$ cat config.mk
export PLATFORM = sky130hd
export DESIGN_NAME = fpkt_receiver
export DESIGN_NICKNAME = d
export VERILOG_FILES = /design/src/rtl/fpkt_pkg.sv /design/src/rtl/fpkt_dpath.sv /design/src/rtl/fpkt_ctrl.sv /design/src/rtl/fpkt_receiver.sv
export SDC_FILE = /design/constraint.sdc
export NUM_CORES = 1
export LEC_CHECK = 0
export BUFFER_PORTS_ARGS = -buffer_cell sky130_fd_sc_hd__buf_2
export CORE_AREA = 5 5 169 90
export DETAILED_ROUTE_END_ITERATION = 12
export DIE_AREA = 0 0 174 95
export PLACE_DENSITY = 0.74
export SLEW_MARGIN = 20
export SYNTH_ARGS = -nofsm -noshare
export SYNTH_HDL_FRONTEND = slang
export SYNTH_SLANG_ARGS = --single-unit
$ cat constraint.sdc
create_clock -name clk -period 3.4 [get_ports clk]
set_clock_uncertainty 0.1 [all_clocks]
set_input_delay 0.34 -clock clk [delete_from_list [all_inputs] [get_ports clk]]
set_output_delay 0.34 -clock clk [all_outputs]
set_load 0.02 [all_outputs]
$ cat src/rtl/fpkt_pkg.sv
package fpkt_pkg;
  typedef enum logic [1:0] {PS_IGNORE, PS_ADDRESSED, PS_EXPECT2} protoState_t;
  typedef enum logic [1:0] {CS_SYNC, CS_START, CS_DATA, CS_CODE} cobsState_t;

  typedef struct packed {
    logic wrEn;
    logic wrZero;
    logic clrLen;
    logic cpyHalf0;
    logic cpyHalf1;
  } dpCtl_t;
endpackage

$ cat src/rtl/fpkt_dpath.sv
module fpkt_dpath
  import fpkt_pkg::*;
#(
  parameter int WORDS  = 32,
  parameter int WORD_W = 16,
  parameter int ADDR_W = 32,
  localparam int BPW        = WORD_W / 8,
  localparam int CAP_BYTES  = WORDS * BPW,
  localparam int LEN_W      = $clog2(CAP_BYTES + 1),
  localparam int IDX_W      = $clog2(CAP_BYTES),
  localparam int ADDR_BYTES = ADDR_W / 8,
  localparam int FB_AW      = $clog2(2 * WORDS)
) (
  input  logic              clk,
  input  logic              rstN,
  input  logic [7:0]        byteData,
  input  dpCtl_t            ctl,
  input  logic [ADDR_W-1:0] devAddr,
  input  logic [FB_AW-1:0]  rdAddr,
  output logic [WORD_W-1:0] rdData,
  output logic [LEN_W-1:0]  rxLen,
  output logic              rxOvf,
  output logic              addrMatch,
  output logic [7:0]        firstByte
);
  logic [7:0]        stage [CAP_BYTES];
  logic [WORD_W-1:0] fbMem [2][WORDS];
  logic [ADDR_W-1:0] addrRx;

  // staging buffer and length counter
  always_ff @(posedge clk) begin
    if (!rstN) begin
      rxLen <= '0;
      rxOvf <= 1'b0;
      for (int i = 0; i < CAP_BYTES; i++) stage[i] <= '0;
    end else if (ctl.clrLen) begin
      rxLen <= '0;
      rxOvf <= 1'b0;
    end else if (ctl.wrEn) begin
      if (rxLen == LEN_W'(CAP_BYTES)) begin
        rxOvf <= 1'b1;
      end else begin
        stage[rxLen[IDX_W-1:0]] <= ctl.wrZero ? 8'h00 : byteData;
        rxLen <= rxLen + 1'b1;
      end
    end
  end

  // frame store, two halves
  always_ff @(posedge clk) begin
    if (!rstN) begin
      for (int h = 0; h < 2; h++)
        for (int w = 0; w < WORDS; w++) fbMem[h][w] <= '0;
    end else begin
      for (int w = 0; w < WORDS; w++)
        for (int b = 0; b < BPW; b++) begin
          if (ctl.cpyHalf0) fbMem[0][w][b*8 +: 8] <= stage[w*BPW + b];
          if (ctl.cpyHalf1) fbMem[1][w][b*8 +: 8] <= stage[w*BPW + b];
        end
    end
  end

  for (genvar g = 0; g < ADDR_BYTES; g++) begin : g_addr
    assign addrRx[g*8 +: 8] = stage[g];
  end

  assign addrMatch = (addrRx == devAddr);
  assign firstByte = stage[0];
  assign rdData    = fbMem[rdAddr[FB_AW-1]][rdAddr[FB_AW-2:0]];


  len_cap_chk: assert property (@(posedge clk) disable iff (!rstN)
    rxLen <= LEN_W'(CAP_BYTES));


  ovf_hold_chk: assert property (@(posedge clk) disable iff (!rstN)
    (rxOvf && !ctl.clrLen) |=> (rxOvf && rxLen == LEN_W'(CAP_BYTES)));
endmodule

$ cat src/rtl/fpkt_ctrl.sv
module fpkt_ctrl
  import fpkt_pkg::*;
#(
  parameter int ADDR_W         = 32,
  parameter int TYPE_W         = 16,
  parameter int INV_W          = 16,
  parameter int BOOT_WINDOW_MS = 100,
  parameter int CAP_BYTES      = 64,
  localparam int LEN_W         = $clog2(CAP_BYTES + 1),
  localparam int ADDR_BYTES    = ADDR_W / 8,
  localparam int BOOT_W        = $clog2(BOOT_WINDOW_MS + 1)
) (
  input  logic                     clk,
  input  logic                     rstN,
  input  logic                     byteValid,
  input  logic [7:0]               byteData,
  input  logic                     msTick,
  input  logic [ADDR_W-1:0]        devAddr,
  input  logic [TYPE_W-1:0]        devType,
  input  logic [LEN_W-1:0]         rxLen,
  input  logic                     rxOvf,
  input  logic                     addrMatch,
  input  logic [7:0]               firstByte,
  output dpCtl_t                   ctl,
  output logic                     discReq,
  output logic [ADDR_W+TYPE_W-1:0] replyData,
  output logic                     cmdStrobe,
  output logic [7:0]               cmdByte,
  output logic                     frameReady,
  output logic [INV_W-1:0]         invalidCount
);
  cobsState_t  cs, csNext;
  protoState_t ps, psNext;
  logic [7:0]  cnt, cntNext;
  logic        full, fullNext;
  logic [BOOT_W-1:0] bootCnt;
  logic dispatch, discHit, cmdHit, frameHit, bad;

  wire isDelim = byteValid && (byteData == 8'h00);
  wire isData  = byteValid && (byteData != 8'h00);
  wire bootOpen = (bootCnt < BOOT_W'(BOOT_WINDOW_MS));

  // byte-stuffing decoder
  always_comb begin
    csNext   = cs;
    cntNext  = cnt;
    fullNext = full;
    ctl      = '0;
    dispatch = 1'b0;
    if (isDelim) begin
      csNext     = (cs == CS_SYNC) ? CS_START : CS_START;
      ctl.clrLen = 1'b1;
      dispatch   = (cs == CS_DATA) || (cs == CS_CODE);
    end else if (isData) begin
      case (cs)
        CS_START, CS_CODE: begin
          if (cs == CS_CODE && !full) begin
            ctl.wrEn   = 1'b1;
            ctl.wrZero = 1'b1;
          end
          cntNext  = byteData - 8'd1;
          fullNext = (byteData == 8'hFF);
          csNext   = (byteData == 8'h01) ? CS_CODE : CS_DATA;
        end
        CS_DATA: begin
          ctl.wrEn = 1'b1;
          cntNext  = cnt - 8'd1;
          if (cnt == 8'd1) csNext = CS_CODE;
        end
        default: ;
      endcase
    end
  end

  // packet classification and protocol state
  always_comb begin
    psNext   = ps;
    discHit  = 1'b0;
    cmdHit   = 1'b0;
    frameHit = 1'b0;
    bad      = 1'b0;
    ctl.cpyHalf0 = 1'b0;
    ctl.cpyHalf1 = 1'b0;
    if (dispatch) begin
      if (rxOvf) begin
        bad = 1'b1;
      end else if (rxLen == LEN_W'(1)) begin
        if (firstByte == 8'h00) discHit = bootOpen;
        else begin
          cmdHit = 1'b1;
          psNext = PS_IGNORE;
        end
      end else if (rxLen == LEN_W'(ADDR_BYTES)) begin
        psNext = addrMatch ? PS_ADDRESSED : PS_IGNORE;
      end else if (rxLen == LEN_W'(CAP_BYTES) && ps == PS_ADDRESSED) begin
        ctl.cpyHalf0 = 1'b1;
        psNext = PS_EXPECT2;
      end else if (rxLen == LEN_W'(CAP_BYTES) && ps == PS_EXPECT2) begin
        ctl.cpyHalf1 = 1'b1;
        frameHit = 1'b1;
        psNext = PS_IGNORE;
      end else begin
        bad = 1'b1;
      end
      if (bad) psNext = PS_IGNORE;
    end
  end

  always_ff @(posedge clk) begin
    if (!rstN) begin
      cs           <= CS_SYNC;
      ps           <= PS_IGNORE;
      cnt          <= '0;
      full         <= 1'b0;
      bootCnt      <= '0;
      discReq      <= 1'b0;
      cmdStrobe    <= 1'b0;
      frameReady   <= 1'b0;
      cmdByte      <= '0;
      replyData    <= '0;
      invalidCount <= '0;
    end else begin
      cs         <= csNext;
      ps         <= psNext;
      cnt        <= cntNext;
      full       <= fullNext;
      discReq    <= discHit;
      cmdStrobe  <= cmdHit;
      frameReady <= frameHit;
      if (msTick && bootOpen) bootCnt <= bootCnt + 1'b1;
      if (cmdHit) cmdByte <= firstByte;
      if (discHit) replyData <= {devType, devAddr};
      if (bad) invalidCount <= invalidCount + 1'b1;
    end
  end


  sync_quiet_chk: assert property (@(posedge clk) disable iff (!rstN)
    (cs == CS_SYNC) |-> (invalidCount == '0 && ps == PS_IGNORE));


  disc_window_chk: assert property (@(posedge clk) disable iff (!rstN)
    discReq |-> ($past(bootCnt) < BOOT_W'(BOOT_WINDOW_MS)));


  strobe_excl_chk: assert property (@(posedge clk) disable iff (!rstN)
    $onehot0({discReq, cmdStrobe, frameReady}));


  half2_state_chk: assert property (@(posedge clk) disable iff (!rstN)
    frameReady |-> ($past(ps) == PS_EXPECT2 && ps == PS_IGNORE));


  invalid_ignore_chk: assert property (@(posedge clk) disable iff (!rstN)
    (invalidCount != $past(invalidCount)) |-> (ps == PS_IGNORE));
endmodule

$ cat src/rtl/fpkt_receiver.sv
module fpkt_receiver
  import fpkt_pkg::*;
#(
  parameter int WORDS          = 32,
  parameter int WORD_W         = 16,
  parameter int ADDR_W         = 32,
  parameter int TYPE_W         = 16,
  parameter int INV_W          = 16,
  parameter int BOOT_WINDOW_MS = 100,
  localparam int CAP_BYTES     = WORDS * WORD_W / 8,
  localparam int LEN_W         = $clog2(CAP_BYTES + 1),
  localparam int FB_AW         = $clog2(2 * WORDS)
) (
  input  logic                     clk,
  input  logic                     rstN,
  input  logic                     byteValid,
  input  logic [7:0]               byteData,
  input  logic                     msTick,
  input  logic [ADDR_W-1:0]        devAddr,
  input  logic [TYPE_W-1:0]        devType,
  input  logic [FB_AW-1:0]         fbRdAddr,
  output logic [WORD_W-1:0]        fbRdData,
  output logic                     discReq,
  output logic [ADDR_W+TYPE_W-1:0] replyData,
  output logic                     cmdStrobe,
  output logic [7:0]               cmdByte,
  output logic                     frameReady,
  output logic [INV_W-1:0]         invalidCount
);
  dpCtl_t           ctl;
  logic [LEN_W-1:0] rxLen;
  logic             rxOvf, addrMatch;
  logic [7:0]       firstByte;

  fpkt_ctrl #(
    .ADDR_W(ADDR_W), .TYPE_W(TYPE_W), .INV_W(INV_W),
    .BOOT_WINDOW_MS(BOOT_WINDOW_MS), .CAP_BYTES(CAP_BYTES)
  ) u_ctrl (
    .clk, .rstN, .byteValid, .byteData, .msTick, .devAddr, .devType,
    .rxLen, .rxOvf, .addrMatch, .firstByte, .ctl,
    .discReq, .replyData, .cmdStrobe, .cmdByte, .frameReady, .invalidCount
  );

  fpkt_dpath #(
    .WORDS(WORDS), .WORD_W(WORD_W), .ADDR_W(ADDR_W)
  ) u_dpath (
    .clk, .rstN, .byteData, .ctl, .devAddr,
    .rdAddr(fbRdAddr), .rdData(fbRdData),
    .rxLen, .rxOvf, .addrMatch, .firstByte
  );
endmodule

==> flow_metrics.tcl, run 1 <==
set metrics [dict create \
    syn-cell-area_sq_mm 0.00646 \
    grt_remaining_overflow 0 \
    path_clk_slew_ns 0.07 \
    cts.sinks 135 \
    seq_area_frac_synth 0.468 \
    required_ns 3.60 \
    wl_met1_um 8260 \
    max_stage_delay_ns 0.89 \
    synth_ff_type "dfxtp_1" \
    portBuffers 134 \
    timing.fmax_ghz 0.352 \
    antenna_cells 0 \
    ios 157 \
    switching_share 0.235 \
    hold_viol 0 \
    grt_pass1_vias 4993 \
    cts_buffers 17 \
    cts_setup_buffers 0 \
    wl_met2_um 6320 \
    holdBufCountCts 0 \
    setup_tns_ns 0 \
    rows 31 \
    ant_nets 0 \
    p_comb_frac 0.052 \
    synth_async_sr_flop_share 0 \
    grt_max_degree 63 \
    hold_class "in -> reg" \
    cp-start-kind "input pin" \
    slowest_stage "or4b_4" \
    grt_antenna_before_repair 0 \
    p_int_mw 2.79 \
    h-tree-depth 4 \
    drtIter0Drc 547 \
    ys_ff_latch 135 \
    coreArea_sq_mm 0.0138 \
    dieWidth_um 174 \
    total_leakage_power_nw 3.20 \
    dpl.hpwl_um 11900 \
    drc_errors 0 \
    syn_inst 690 \
    path_delay_family "simple AND/OR/NAND/NOR gates" \
    regArea_sq_mm 0.00302 \
    gp_congestion 0.889 \
    dr_wl_met3_um 1470 \
    wl_um 16200 \
    postLayoutCoreUtil 0.566 \
    synth_area_leaders "dfxtp_1 32%, edfxtp_1 15%, nand2_1 8.5%" \
    slew-limit-headroom 0.529 \
    vias 5282 \
    multi_input_comb_area_sq_mm 0.00316 \
    initial_core_util 0.468 \
    gr-usage-all-layers 0.198 \
    num-fill-cells 1265 \
    dr.pass1.iters 5 \
    cts_root_buffer "clkbuf_16" \
    power_frac_seq 0.457 \
    period_needed_ns 2.84 \
    arrival_ns 3.04 \
    powerDensity_mw_per_mm2 467 \
    dpl-instance-area_sq_mm 0.00724 \
    area_growth_pct 21.0 \
    drv_slew 0 \
    clock_power_share 0.491 \
    drive_gt1_frac 0.225 \
    fp.dieH_um 95 \
    die_area_sq_mm 0.0165 \
    ctsResizeCount 0 \
    switching_power_mw 0.857 \
    rsz0062_at_grt "false" \
    path_buf_inv 2 \
    maxCapViolCount 0 \
    clock_path_buffers 2 \
    synth_top_area_frac 0.319 \
    routedWlPerCell_um 16.0 \
    clock_latency_ns 0.42 \
    detail_route.vias_per_cell 5.22 \
    path_class "in -> reg" \
    worstPathMaxFanout 48 \
    outcome "finished clean" \
    grt_pass1_wl_um 26000 \
    final_cell_area_sq_mm 0.00781 \
    crit_chain "buf_2 -> inv_1 -> ha_1 -> nor3b_1 -> nand4_1 -> or4b_4 -> nand2_1 -> a21boi_0" \
    cts_tree "yes" \
    crit_path_end_kind "flip-flop" \
    setup_viol 0 \
    holdWs_ns 0.0639 \
    ir_drop_mv 0.253 \
    synth_cell_types 52 \
    yosysWarnings 0 \
    highest_layer "met4" \
    syn_avg_cell_area_sq_um 9.36 \
    max_slew.worst_pin.slew_ns 0.701 \
    nets 894 \
    synth.largest_area_cell "dfxtp_1" \
    period_share 0.836 \
    synth-edff-count 32 \
]
[final cells by class]
type                    instances  share of cell area
clock buffers                  21              0.0591
clock inverters                11              0.0144
inverters                       8             0.00384
multi-input cells             506               0.404
flip-flops and latches        135               0.387
well taps                     181              0.0290
repair buffers                150               0.103
[synth_stat cells (2+ instances only)]
cell,n
nand2b_1,17
o211ai_1,4
nand4_1,15
edfxtp_1,32
nor4_1,18
nor2b_1,14
inv_1,8
a21oi_1,11
nand2_1,146
a32oi_1,2
clkbuf_1,23
nand3_1,15
a21boi_0,34
ha_1,10
dfxtp_1,103
and2_1,24
a21boi_1,20
nor2_1,14
xor2_1,27
o21a_1,2
nor3b_1,4
a31oi_1,3
mux2i_1,24
nor4b_1,8
buf_4,17
buf_6,3
and4_1,2
buf_2,13
xnor2_1,25
and3_1,6
nor3_1,13
o21ai_0,12
or3_1,2
[worst min-delay path: cells and delay by family]
family	cells	cell delay, ns
buffers and inverters	1	0.10
AOI/OAI and AO/OA	1	0.06
and+or+nand+nor	1	0.04
[routing by layer]
metal	GRT usage	vias to the layer above
li1	-	2606
met1	0.293	2456
met2	0.270	202
met3	0.0648	18
met4	0.0579	0
met5	0.0179	-
[through the flow]
stage          setup slack (ns)  std cells  power (mW)
3_3_place_gp              0.270        980        1.89
4_1_cts                   0.627       1012        3.68
3_5_place_dp              0.188        980        1.89
2_1_floorplan             0.174        705        1.82
6_report                  0.557       1012        3.65
5_1_grt                   0.393       1012        3.78
[cells in the final DEF (no fill, tap or decap), types with 20 or more instances in the layout]
master	Yosys	layout
nand2_1	146	146
buf_2	13	134
dfxtp_1	103	103
a21boi_0	34	34
edfxtp_1	32	32
xor2_1	27	27
xnor2_1	25	25
and2_1	24	24
mux2i_1	24	24
a21boi_1	20	20
[sequential cells by signal, summed over array words and instances (netlist names), 2 cells and up]
| name | flops |
|---|---|
| u_ctrl.replyData | 48 |
| u_dpath.stage | 32 |
| u_ctrl.invalidCount | 16 |
| u_ctrl.cmdByte | 8 |
| u_ctrl.cnt | 8 |
| u_ctrl.bootCnt | 7 |
| u_dpath.rxLen | 7 |
| u_ctrl.cs | 2 |
| u_ctrl.ps | 2 |
[final timing paths]
| check | start | slack, ns | end | depth (start not counted) |
|---|---|---|---|---|
| max | byteData[1] | 0.56 | u_ctrl.replyData[3]$_SDFFE_PN0P_ | 8 |
| min | devType[9] | 0.06 | u_ctrl.replyData[41]$_SDFFE_PN0P_ | 3 |
| max reg2reg | u_dpath.rxLen[3]$_SDFFE_PP0N_ | 0.73 | u_ctrl.replyData[3]$_SDFFE_PN0P_ | 5 |
| min reg2reg | u_ctrl.replyData[18]$_SDFFE_PN0P_ | 0.35 | u_ctrl.replyData[18]$_SDFFE_PN0P_ | 2 |
[power by group through the flow]
stage / Clock [mW] / Sequential [mW] / Combinational, mW
2_1_floorplan: 0 / 1.70 / 0.123
3_3_place_gp: 0 / 1.70 / 0.186
3_5_place_dp: 0 / 1.70 / 0.187
4_1_cts: 1.82 / 1.67 / 0.188
5_1_grt: 1.90 / 1.67 / 0.207
6_report: 1.79 / 1.67 / 0.190
[cells by family (layout without fill, tap and decap cells)]
logic type	after synthesis	count (layout)	share of synthesized area
AO/OA/AOI/OAI	99	99	0.110
XOR/XNOR	52	52	0.0705
adder cells (fa/ha/maj)	10	10	0.0194
buffers and inverters	64	190	0.0531
flip-flops	135	135	0.468
multiplexers	24	24	0.0372
other	1	16	0.000581
AND/OR/NAND/NOR	305	305	0.242
No activity file was read; power rests on OpenSTA's default activity.
==> run 2: changes to the inputs <==
Settings changed: ABC_AREA from default to 1, CORE_AREA 5 5 169 90 to 5 5 176 93, DIE_AREA 0 0 174 95 to 0 0 181 98, PLACE_DENSITY 0.74 to 0.73.
Clock period 3.4 ns to 2.4 ns, I/O delays scaled along.
==> run 2 against run 1 <==
Effect of this change:
- first-iteration DRC count increased by 13%
- final cell count up 32%
- core utilization is 0.60 points higher
- critical path depth decreased by 1
- total power increased by 43%
- clock power grew 42%
==> flow_metrics.tcl, run 2 <==
set metrics [dict create \
    ant_nets 0 \
    wl_met2_um 7610 \
    period_needed_ns 2.06 \
    timing.fmax_ghz 0.486 \
    syn_inst 977 \
    r2r_setup_slack_ns 0.34 \
    setup_viol 0 \
    synth_cell_types 37 \
    maxCapViolCount 0 \
    largest-register "u_ctrl.replyData" \
    ir_drop_mv 0.462 \
    gr-usage-all-layers 0.218 \
    drc_errors 0 \
    drive_gt1_frac 0.189 \
    path_clk_slew_ns 0.07 \
    routedWlPerCell_um 14.7 \
    cts_setup_buffers 0 \
    grt_max_degree 49 \
    ctsResizeCount 0 \
    final-instance-count-excl-fill 1335 \
    hold_viol 0 \
    crit_path_end "u_dpath.stage[2][1]$_SDFFCE_PN0P_" \
    syn-cell-area_sq_mm 0.00702 \
    ios 157 \
    num-fill-cells 1403 \
    synth_area_leaders "dfxtp_1 29%, edfxtp_1 14%, nand2_1 13%" \
    setup_tns_ns 0 \
    required_ns 2.37 \
    total_leakage_power_nw 3.94 \
    hold_class "in -> reg" \
    synth.largest_area_cell "dfxtp_1" \
    dpl-instance-area_sq_mm 0.00791 \
    coreArea_sq_mm 0.0149 \
    fp.dieH_um 98 \
    yosys.cell_count.top_type "nand2_1" \
    outcome "finished clean" \
    r2r_end "u_dpath.stage[2][1]$_SDFFCE_PN0P_" \
    slowest_stage "dfxtp_1" \
    highest_layer "met5" \
    detail_route.vias_per_cell 4.94 \
    synth-edff-count 32 \
    syn_avg_cell_area_sq_um 7.19 \
    grt_remaining_overflow 0 \
    dieWidth_um 181 \
    layout_commonest_cell "nand2_1" \
    arrival_ns 2.03 \
    vias 6594 \
    path_buf_inv 1 \
    path_delay_family "simple AND/OR/NAND/NOR gates" \
    worstPathMaxFanout 8 \
    grt_antenna_before_repair 2 \
    max_stage_delay_ns 0.42 \
    layout_common_cells "242 x nand2_1, 202 x nor2_1, 134 x buf_2, 103 x dfxtp_1, 93 x inv_1" \
    ff2ff_path_depth 7 \
    wl_met1_um 9850 \
    crit_start "u_dpath.rxLen[0]$_SDFFE_PP0N_" \
    gp_congestion 0.891 \
    h-tree-depth 4 \
    dp_cells 1302 \
    crit_chain "inv_1 -> ha_1 -> nand2_1 -> nor2_4 -> nor2_2 -> nand4_2 -> nand2_1" \
    portBuffers 134 \
    grt_pass1_vias 5922 \
    synth_ff_type "dfxtp_1" \
    powerDensity_mw_per_mm2 613 \
    drtIter0Drc 620 \
    ys_top_cells_by_count "242 x nand2_1, 202 x nor2_1, 103 x dfxtp_1" \
    seq_area_frac_synth 0.430 \
    total_power_mw 5.21 \
    synth_async_sr_flop_share 0 \
    dr_wl_met3_um 1830 \
    yosysWarnings 0 \
    crit_path_end_kind "flip-flop" \
    rsz0062_at_grt "false" \
    cts_buffers 17 \
    cts_tree "yes" \
    synth_top_area_frac 0.294 \
    nets 1193 \
    wl_um 19600 \
    crit_top_cell "nand2_1" \
    cp.depth 7 \
    path_class "reg -> reg" \
    clock_latency_ns 0.42 \
    cts.sinks 135 \
    rows 32 \
    period_share 0.858 \
    dr.pass1.iters 5 \
    dpl.hpwl_um 14400 \
    cts_root_buffer "clkbuf_16" \
    grt_pass1_wl_um 31200 \
    drv_slew 0 \
    holdBufCountCts 0 \
    die_area_sq_mm 0.0177 \
    clock_path_buffers 2 \
    cp-start-kind "flip-flop" \
    ys_ff_latch 135 \
    r2r-start "u_dpath.rxLen[0]$_SDFFE_PP0N_" \
    largest_reg_flops 48 \
    initial_core_util 0.473 \
    final_cell_area_sq_mm 0.00849 \
    area_growth_pct 20.9 \
    top_regs "u_ctrl.replyData (48), u_dpath.stage (32), u_ctrl.invalidCount (16)" \
]
-- run 2: cell count changes after synthesis, sizes merged, moves of 19 or more --
cell    delta
xor2      -19
a21oi     +31
inv       +89
nor2     +200
nand2    +101
nand3     +57
a21boi    -54
and2      -24
mux2i     -23
nand3b    +32
-- run 2: cell families (layout without fill, tap and decap cells) --
group                      count (synthesis)  count (layout)  share of synthesized area
and+or+nand+nor                          587             587                      0.367
muxes                                      1               1                    0.00143
other                                      1              17                   0.000534
buffers and inverters                    146             284                     0.0946
xor gates and xnor gates                  30              30                     0.0374
adders and majority gates                 10              10                     0.0178
DFF                                      135             135                      0.430
AOI/OAI and AO/OA                         67              67                     0.0513
-- run 2: layer usage --
| layer | track usage | vias to the layer above |
|---|---|---|
| met1 | 0.336 | 2973 |
| met5 | 0 | - |
| met2 | 0.291 | 262 |
| met3 | 0.0614 | 25 |
| met4 | 0.0646 | 2 |
| li1 | - | 3332 |
-- run 2: how the worst min path moves through the flow --
stage | startpoint | endpoint | cells after the start
after floorplan | byteData[7] | u_ctrl.full$_SDFFE_PN0P_ | 2
after global placement | u_ctrl.bootCnt[6]$_SDFFE_PN0P_ | u_ctrl.bootCnt[6]$_SDFFE_PN0P_ | 2
final | devType[1] | u_ctrl.replyData[33]$_SDFFE_PN0P_ | 4
after global routing | devType[13] | u_ctrl.replyData[45]$_SDFFE_PN0P_ | 4
after CTS | devType[1] | u_ctrl.replyData[33]$_SDFFE_PN0P_ | 4
after detailed placement | u_ctrl.bootCnt[6]$_SDFFE_PN0P_ | u_ctrl.bootCnt[6]$_SDFFE_PN0P_ | 2
-- run 2: layout make-up --
class	count	area, sq um	area share
multi-input combinational	711	3410	0.401
sequential	135	3020	0.356
timing repair buffer	154	858	0.101
clock buffer	21	493	0.0580
inverter	98	368	0.0433
tap	204	255	0.0301
clock inverter	11	83.8	0.00987
antenna	1	2.50	0.000295
-- run 2: per-stage QoR --
step                      hold WS [ns]   util  setup WS, ns
after floorplan                  0.302      -         0.303
after global placement           0.341  0.533         0.233
after detailed placement         0.347  0.533         0.172
after CTS                       0.0160  0.572         0.362
after global routing            0.0388  0.572         0.184
final                           0.0252  0.572         0.342
-- run 2: power breakdown --
group | leakage [nW] | switching (mW) | internal, mW
Sequential | 1.16 | 0.0176 | 2.35
Clock | 0.290 | 1.05 | 1.49
Combinational | 2.49 | 0.198 | 0.106
-- run 2: worst reg2reg max path: cells and delay by family (launching register included) --
family                   cells  cell delay (ns)
adder cells (fa/ha/maj)      1             0.22
flip-flops                   1             0.42
buffers and inverters        1             0.07
AND/OR/NAND/NOR              5             0.91
==> run 3: changes to the inputs <==
Settings changed: ABC_AREA 1 to 0, CORE_AREA 5 5 176 93 to 5 5 169 90, DIE_AREA 0 0 181 98 to 0 0 174 95, HOLD_SLACK_MARGIN from default to 0.05, PLACE_DENSITY 0.73 to 0.74.
Clock period 2.4 ns to 1.7 ns, I/O delays scaled along.
==> run 3 against run 2 <==
Effect of this change:
- the flow now finishes with violations (negative setup slack)
- flip-flop and latch count stayed put
- register-to-register slack worse by 1.1 ns
- combinational power rose by 88%
- clock-buffer cell count decreased by 1
- worst setup slack got worse by 1.1 ns
- die area fell by 6.8%
- total power increased by 45%
- hold slack better by 0.11 ns
- final cell count shrank 13%
- largest cell class unchanged
==> flow_metrics.tcl, run 3 (synthesized netlist as in run 1, its figures left out) <==
set metrics [dict create \
    ios 157 \
    arrival_ns 2.71 \
    clock_power_share 0.482 \
    drc_errors 0 \
    cts_root_buffer "clkbuf_16" \
    violations "negative setup slack" \
    nets 1046 \
    routedWlPerCell_um 19.0 \
    num-fill-cells 932 \
    top_regs "u_ctrl.replyData (48), u_dpath.stage (32), u_ctrl.invalidCount (16)" \
    grt_antenna_before_repair 0 \
    slew-limit-headroom 0.627 \
    total_leakage_power_nw 4.15 \
    worstPathMaxFanout 5 \
    switching_power_mw 1.86 \
    initial_core_util 0.468 \
    ir_drop_mv 0.582 \
    wl_um 22100 \
    cp-start-kind "flip-flop" \
    gr-usage-all-layers 0.244 \
    required_ns 1.94 \
    hold_class "in -> reg" \
    dieWidth_um 174 \
    period_needed_ns 2.47 \
    clock_path_buffers 2 \
    holdWs_ns 0.132 \
    period_share 1.45 \
    grt_max_degree 62 \
    outcome "finished with violations" \
    path_clk_slew_ns 0.06 \
    vias 6278 \
    powerDensity_mw_per_mm2 770 \
    postLayoutCoreUtil 0.708 \
    layout_common_cells "135 x buf_2, 132 x nand2_1, 96 x dfxtp_1, 87 x buf_4, 48 x dlygate4sd3_1" \
    grt_pass1_wl_um 31800 \
    dr.pass1.iters 5 \
    largest_reg_flops 48 \
    drtIter0Drc 558 \
    max_slew.worst_pin.slew_ns 0.560 \
    clock_latency_ns 0.42 \
    die_area_sq_mm 0.0165 \
    largest-register "u_ctrl.replyData" \
    grt_pass1_vias 5835 \
    slowest_stage "or4_4" \
    fp.dieH_um 95 \
    path_delay_family "simple AND/OR/NAND/NOR gates" \
    cts.sinks 135 \
    area_growth_pct 51.3 \
    timing.fmax_ghz 0.406 \
    rows 31 \
    coreArea_sq_mm 0.0138 \
    hold_viol 0 \
    rsz0062_at_grt "true" \
    detail_route.vias_per_cell 5.39 \
    path_buf_inv 3 \
    power_frac_seq 0.442 \
    dpl.hpwl_um 13200 \
    fin_ws_ns -0.765 \
    portBuffers 134 \
    path_class "reg -> reg" \
    crit_path_end_kind "flip-flop" \
    p_comb_frac 0.076 \
    grt_remaining_overflow 0 \
    max_stage_delay_ns 0.53 \
    drv_slew 0 \
    gp_congestion 0.942 \
    r2r_setup_slack_ns -0.77 \
    setup_tns_ns -62.42 \
    layout_commonest_cell "buf_2" \
    ant_nets 0 \
    drive_gt1_frac 0.376 \
    crit_chain "or4_4 -> or3b_4 -> buf_6 -> nor4b_4 -> buf_4 -> clkbuf_16 -> nand2_1 -> a21boi_1" \
    total_power_mw 7.53 \
    cts_tree "yes" \
    setup_viol 141 \
    antenna_cells 0 \
    maxCapViolCount 0 \
    p_int_mw 5.67 \
    h-tree-depth 4 \
    switching_share 0.247 \
    cts_buffers 17 \
]
## run 3: worst min-delay path, stage by stage
cell      delay [ns]
buf_2           0.13
buf_4           0.15
o21ai_0         0.06
a21boi_0        0.07
## run 3: what timing repair did
item / 4_1_cts / 5_1_grt
setup endpoints to repair: 142 / 152
buffers inserted: 12 / 14
resized for setup: 70 / 58
cloned: 1 / 6
endpoints found under the hold margin: 48 / 0
pin swaps: 32 / 25
hold buffers: 48 / 0
## run 3: final cells by class
cell class	instances	area (sq um)	area share
multi-input cells	506	3640	0.372
flip-flops and latches	135	3030	0.310
repair buffers	302	2270	0.232
clock buffers	20	479	0.0490
well taps	181	226	0.0232
clock inverters	12	100	0.0102
inverters	8	30.0	0.00307
## run 3: path summary, 6_finish.rpt
path	start	end	cells after the start
hold reg to reg	u_ctrl.replyData[35]$_SDFFE_PN0P_	u_ctrl.replyData[35]$_SDFFE_PN0P_	2
hold / removal	byteValid	u_ctrl.cs[0]$_SDFFE_PN0P_	4
setup reg to reg	u_dpath.rxOvf$_SDFFE_PP0P_	u_ctrl.replyData[0]$_SDFFE_PN0P_	8
setup / recovery	u_dpath.rxOvf$_SDFFE_PP0P_	u_ctrl.replyData[0]$_SDFFE_PN0P_	8
## run 3: power groups by stage
stage	combinational [mW]	clock, mW	sequential [mW]
global placement	0.444	0	3.40
floorplan	0.255	0	3.40
finish	0.572	3.63	3.33
global route	0.609	3.83	3.33
detailed placement	0.445	0	3.40
CTS	0.541	3.68	3.33
## run 3: routing by layer
layer,track usage,part of all wire,wire length [um],vias up
li1,-,-,-,2912
met1,0.344,0.46,10100,3016
met2,0.375,0.43,9570,315
met3,0.0624,0.092,2040,35
met4,0.0671,0.017,379,0
met5,0,0,0,-
## run 3: metrics by stage
step	instances	setup WS [ns]	cell area [sq um]
after floorplan	705	-0.704	6680
after global placement	1057	-0.611	7970
after detailed placement	1057	-0.688	7970
after CTS	1146	-0.690	9370
after global routing	1164	-0.822	9770
final	1164	-0.765	9770
